## config.mk

```make
export PLATFORM = sky130hd
export DESIGN_NAME = burst_addr_gen
export DESIGN_NICKNAME = d
export VERILOG_FILES = /design/src/rtl/bag_pkg.sv /design/src/rtl/bag_desc_decode.sv /design/src/rtl/bag_burst_walk.sv /design/src/rtl/burst_addr_gen.sv
export SDC_FILE = /design/constraint.sdc
export NUM_CORES = 1
export LEC_CHECK = 0
export CAP_MARGIN = 20
export CORE_MARGIN = 5
export CORE_UTILIZATION = 50
export DETAILED_ROUTE_END_ITERATION = 8
export HOLD_SLACK_MARGIN = 0.08
export PLACE_DENSITY = 0.95
export SLEW_MARGIN = 20
export SYNTH_ARGS = -nofsm -noshare
export SYNTH_HDL_FRONTEND = slang
export SYNTH_SLANG_ARGS = --single-unit
```

## constraint.sdc

```tcl
create_clock -name clk -period 3.6 [get_ports clk]
set_input_delay 0.36 -clock clk [delete_from_list [all_inputs] [get_ports clk]]
set_output_delay 0.36 -clock clk [all_outputs]
set_load 0.1 [all_outputs]
```

## src/rtl/bag_pkg.sv

```systemverilog
package bag_pkg;
    localparam int DESC_W     = 32;
    localparam int COL_W      = 9;
    localparam int ROW_W      = 11;
    localparam int LEN_W      = 6;
    localparam int BLK_SHIFT  = 3;
    localparam int BF_ROW_LSB = 12;
    localparam int BF_LEN_LSB = 24;
    localparam int XF_ROW_LSB = 16;

    typedef enum logic {
        FMT_BURST  = 1'b0,
        FMT_DIRECT = 1'b1
    } desc_fmt_e;
endpackage

```

## src/rtl/bag_desc_decode.sv

```systemverilog
module bag_desc_decode
    import bag_pkg::*;
#(
    parameter int DW      = DESC_W,
    parameter int CW      = COL_W,
    parameter int RW      = ROW_W,
    parameter int LW      = LEN_W,
    parameter int B_ROW   = BF_ROW_LSB,
    parameter int B_LEN   = BF_LEN_LSB,
    parameter int X_ROW   = XF_ROW_LSB,
    localparam int IW     = RW + CW
) (
    input  logic [DW-1:0] word_i,
    input  logic          fmt_i,
    output logic [IW-1:0] idx_o,
    output logic [LW-1:0] len_m1_o
);
    logic [CW-1:0] col_w;
    logic [RW-1:0] row_burst_w;
    logic [RW-1:0] row_direct_w;
    logic [LW-1:0] len_burst_w;
    logic          unused_bits_w;

    // Column sits at the bottom in both layouts
    assign col_w        = word_i[CW-1:0];
    assign row_burst_w  = word_i[B_ROW+RW-1:B_ROW];
    assign row_direct_w = word_i[X_ROW+RW-1:X_ROW];
    assign len_burst_w  = word_i[B_LEN+LW-1:B_LEN];

    // Spare bits of the burst layout carry no meaning
    assign unused_bits_w = ^{word_i[DW-1:B_LEN+LW], word_i[B_ROW-1:CW]};

    always_comb begin
        if (fmt_i == FMT_DIRECT) begin
            idx_o    = {row_direct_w, col_w};
            len_m1_o = '0;
        end else begin
            idx_o    = {row_burst_w, col_w};
            len_m1_o = len_burst_w;
        end
    end
endmodule

```

## src/rtl/bag_burst_walk.sv

```systemverilog
module bag_burst_walk #(
    parameter int IW = 20,
    parameter int LW = 6
) (
    input  logic          clk,
    input  logic          rst_n,
    input  logic          start_i,
    input  logic [IW-1:0] start_idx_i,
    input  logic [LW-1:0] start_len_m1_i,
    input  logic          take_i,
    output logic          busy_o,
    output logic [IW-1:0] idx_o,
    output logic          last_o,
    output logic          done_o
);
    typedef struct packed {
        logic          busy;
        logic [IW-1:0] idx;
        logic [LW-1:0] rem;
        logic          done;
    } walk_t;

    walk_t st_d, st_q;

    always_comb begin
        st_d      = st_q;
        st_d.done = 1'b0;
        if (!st_q.busy) begin
            if (start_i) begin
                st_d.busy = 1'b1;
                st_d.idx  = start_idx_i;
                st_d.rem  = start_len_m1_i;
            end
        end else if (take_i) begin
            if (st_q.rem == '0) begin
                st_d.busy = 1'b0;
                st_d.done = 1'b1;
            end else begin
                st_d.idx = st_q.idx + 1'b1;
                st_d.rem = st_q.rem - 1'b1;
            end
        end
    end

    always_ff @(posedge clk) begin
        if (!rst_n) begin
            st_q <= '0;
        end else begin
            st_q <= st_d;
        end
    end

    assign busy_o = st_q.busy;
    assign idx_o  = st_q.idx;
    assign last_o = st_q.busy && (st_q.rem == '0);
    assign done_o = st_q.done;

    AST_HOLD_UNDER_STALL: assert property (@(posedge clk) disable iff (!rst_n)
        (busy_o && !take_i) |=> (busy_o && $stable(idx_o) && $stable(last_o)));
    AST_STEP_BY_ONE: assert property (@(posedge clk) disable iff (!rst_n)
        (busy_o && take_i && !last_o) |=> (busy_o && idx_o == IW'($past(idx_o) + 1'b1)));
    AST_DONE_AFTER_FINAL: assert property (@(posedge clk) disable iff (!rst_n)
        (busy_o && take_i && last_o) |=> (done_o && !busy_o));
    AST_DONE_SINGLE: assert property (@(posedge clk) disable iff (!rst_n)
        done_o |=> !done_o);
endmodule

```

## src/rtl/burst_addr_gen.sv

```systemverilog
module burst_addr_gen
    import bag_pkg::*;
#(
    parameter int DW     = DESC_W,
    parameter int CW     = COL_W,
    parameter int RW     = ROW_W,
    parameter int LW     = LEN_W,
    parameter int SHIFT  = BLK_SHIFT,
    localparam int IW    = RW + CW,
    localparam int AW    = IW + SHIFT
) (
    input  logic          clk,
    input  logic          rst_n,
    input  logic          desc_valid,
    output logic          desc_ready,
    input  logic          desc_fmt,
    input  logic [DW-1:0] desc_word,
    output logic          addr_valid,
    input  logic          addr_ready,
    output logic [AW-1:0] addr_byte,
    output logic          addr_last,
    output logic          done
);
    logic [IW-1:0] dec_idx_w;
    logic [LW-1:0] dec_len_w;
    logic [IW-1:0] cur_idx_w;
    logic          busy_w;
    logic          accept_w;

    bag_desc_decode #(
        .DW(DW), .CW(CW), .RW(RW), .LW(LW)
    ) u_decode (
        .word_i   (desc_word),
        .fmt_i    (desc_fmt),
        .idx_o    (dec_idx_w),
        .len_m1_o (dec_len_w)
    );

    assign desc_ready = !busy_w;
    assign accept_w   = desc_valid && desc_ready;

    bag_burst_walk #(
        .IW(IW), .LW(LW)
    ) u_walk (
        .clk            (clk),
        .rst_n          (rst_n),
        .start_i        (accept_w),
        .start_idx_i    (dec_idx_w),
        .start_len_m1_i (dec_len_w),
        .take_i         (addr_ready),
        .busy_o         (busy_w),
        .idx_o          (cur_idx_w),
        .last_o         (addr_last),
        .done_o         (done)
    );

    assign addr_valid = busy_w;
    assign addr_byte  = {cur_idx_w, {SHIFT{1'b0}}};

    AST_ACCEPT_STARTS: assert property (@(posedge clk) disable iff (!rst_n)
        accept_w |=> (addr_valid && !desc_ready));
    AST_LAST_NEEDS_VALID: assert property (@(posedge clk) disable iff (!rst_n)
        addr_last |-> addr_valid);
endmodule

```

==> metrics.txt <==
outcome finished clean; post-synth top area cell dfxtp_1; CTS resizes 0; Starting Density 50.8%; Worst setup SP type flip-flop; antenna viol nets, final 0; Mapped Cells 259; clock transition at the registers of the reported paths 0.10 ns; Setup TNS 0 ns; gr busiest metal met2; slowest CP cell or3_1; Post-synth EDFFs 0; initial antenna violation count 0; post-synthesis adder-cell area fraction 1.89%; Die ar. 5330 sq um; worst hold stages 2; port bufs 55; die width about 73 microns; Synth top cells by count 28 x a21oi_1, 28 x dfxtp_1, 23 x buf_4, 23 x nand2_1, 21 x nor2_1; top cells by area, synth dfxtp_1 28%, buf_4 8.7%, a21oi_1 7.1%, mux2i_1 4.5%, o21ai_0 4.5%; # IOs 64; CTS sink cnt 28; routed len/inst 17.4 microns; CP max stage delay 0.58 ns; Placement Rows 23; vias in the first global route 1929; Final Skew 0.00354 ns; Critical Path RT 3.79 ns; antenna fix cells 0; register area share after synthesis 28.2%; Top FF cell, synth dfxtp_1; worst r2r src u_walk.st_q[3]; Avg Synthesized Cell Area 7.67 sq um; Final min period around 2.5 ns; GR Util met2 36.1%; cts bufs inserted 3; flops & latches, synth 28; via count 2157; Crit path buffers/inverters 0; cell total after placement 330; final wirelength roughly 5800 microns; initial DRC count 294; kind of critical path reg -> reg; GR met1 Demand/Resource 26.9%; RSZ-0062 raised after global routing no; met3 usage 3.17%; CTS tree done; CP endpoint kind flip-flop; first-pass iteration count of the detailed router 6; root buf cell clkbuf_8; first-pass GRT wire length between 9000 and 10000 microns; grt total ovfl 0; Leak 0.894 nW; Hold Crit Class reg -> reg; power per cell area around 430 nW/um^2; reg2reg setup slack 1.09 ns; top cell type's share of synthesized area ~28%; routability cong. 0.882; largest family of logic cells by synthesized area compound AO/OA/AOI/OAI gates; Mapped Area 1990 sq um; max frequency 0.398 GHz; CP arrival 2.70 ns; ys async rst share 0%; Rel. slew slack between 30 and 40%; complex-gate fraction of the synthesized area 26.1%; post-synthesis to final-layout area growth 22.4%; xor and xnor area share after synthesis less than 1%; worst reg2reg endpoint u_walk.idx_o[14]; Final Hold Viols 0; Max Root-Sink Buffers 2; max_cap viols 0; hold path endpoint u_walk.idx_o[18]; Worst-Margin Slew 0.974 ns; # nets final 326; Top Family by Delay on Critical Path compound AO/OA/AOI/OAI gates; CP Cell Sequence or3_1 > o21ai_2 > nand2_1 > o21a_1 > o221a_2; clk_lat worst skew 0.29 ns; largest net degree at the start of global routing 23; hold wc startpoint u_walk.idx_o[18]; worst r2r path cells 5; final setup fails 0; final cell count without fillers 335; Yosys Warn Count 0; post-synthesis mux area share 6.23%; Die Y between 70 and 80 microns; core box area 3910 sq um; GRT Util Overall a little over a fifth; Cell variety after synth 53; vias per cell 6.44; share of cells above drive strength 1 8.07%; crit-path max FO 14; CTS H-Tree Depth 1; DRC Markers 0; Final Cycle Share 69.8%; CTS Hold Bufs 0; Slew Limit Fails 0; Max VDD drop 0.222 mV; Post CTS Setup Buffer Count 0; post-DP HPWL around 4000 microns; post-synthesis simple-gate area fraction 22.5%
routing by layer:
| metal | wire, microns | part of all wire, % |
|---|---|---|
| met5 | 0 | 0 |
| met4 | 168 | 2.9 |
| met3 | 513 | 8.8 |
| met2 | 2940 | 50 |
| met1 | 2220 | 38 |
cell families after synthesis:
| family | after synthesis |
|---|---|
| AO/OA/AOI/OAI | 81 |
| buffers and inverters | 45 |
| AND/OR/NAND/NOR | 87 |
| flip-flops | 28 |
| adder cells (fa/ha/maj) | 3 |
| XOR/XNOR | 2 |
| other | 1 |
| multiplexers | 12 |
power by group:
part	switching (W)	internal (W)
sequential	0.0000370	0.000337
combinational	0.000315	0.000136
clock	0.000110	0.0000984
worst register-to-register path: cells and delay by family, from the launching register on:
| kind | cells | cell delay, ns |
|---|---|---|
| AO/OA/AOI/OAI | 3 | 1.05 |
| flip-flops | 1 | 0.38 |
| AND/OR/NAND/NOR | 2 | 0.99 |
how the worst max path moves through the flow:
stage | startpoint | end | slack [ns] | depth (start not counted)
4_1_cts | u_walk.st_q[3] | u_walk.idx_o[14] | 1.16 | 5
6_report | u_walk.st_q[3] | u_walk.idx_o[14] | 1.09 | 5
5_1_grt | u_walk.st_q[3] | u_walk.idx_o[14] | 1.0 | 5
2_1_floorplan | u_walk.busy_o | addr_last | 0.11 | 2
3_5_place_dp | addr_ready | u_walk.idx_o[9] | 1.07 | 6
3_3_place_gp | desc_valid | u_walk.idx_o[19] | 1.10 | 7
cells in the final DEF, fill, tap and decap left out, drive strengths merged, types with 3 or more instances in the layout:
cell           instances
ha                     3
nand3                  5
nand2                 23
conb                   3
clkbuf                 5
mux2i                  9
a21o                   3
nand4                  3
nor3                  11
mux2                   3
a21oi                 28
a31oi                  3
and2                   5
o21ai                 22
nor4                   6
inv                    8
o21a                   3
nor2                  22
a222oi                 3
dfxtp                 28
a221oi                 5
or2                    3
clkdlybuf4s50         54
a22oi                  4
stage by stage:
step                utilization, %  instance area, sq um  hold slack, ns  power [W]  setup slack (ns)
floorplan                        -                  2000           0.432   0.000737             0.114
global placement              60.6                  2370           0.458   0.000813              1.10
detailed placement            60.6                  2370           0.457   0.000823              1.07
CTS                           62.0                  2430           0.475    0.00103              1.16
global route                  62.1                  2430           0.509    0.00107             0.998
finish                        62.1                  2430           0.475    0.00103              1.09
flip-flops by register name, indices dropped and copies added, names as in the netlist:
signal,flops
u_walk.st_q,6
u_walk.done_o,1
u_walk.busy_o,1
u_walk.idx_o,20
cell type report:
class / instances / area [sq um]
Multi-Input combinational cell: 188 / 1160
Inverter: 8 / 30.0
Fill cell: 350 / 1480
Timing Repair Buffer: 57 / 561
Tap cell: 50 / 62.6
Sequential cell: 28 / 561
Clock buffer: 4 / 55.1
Note: power is estimated with default switching activity, not from simulation.
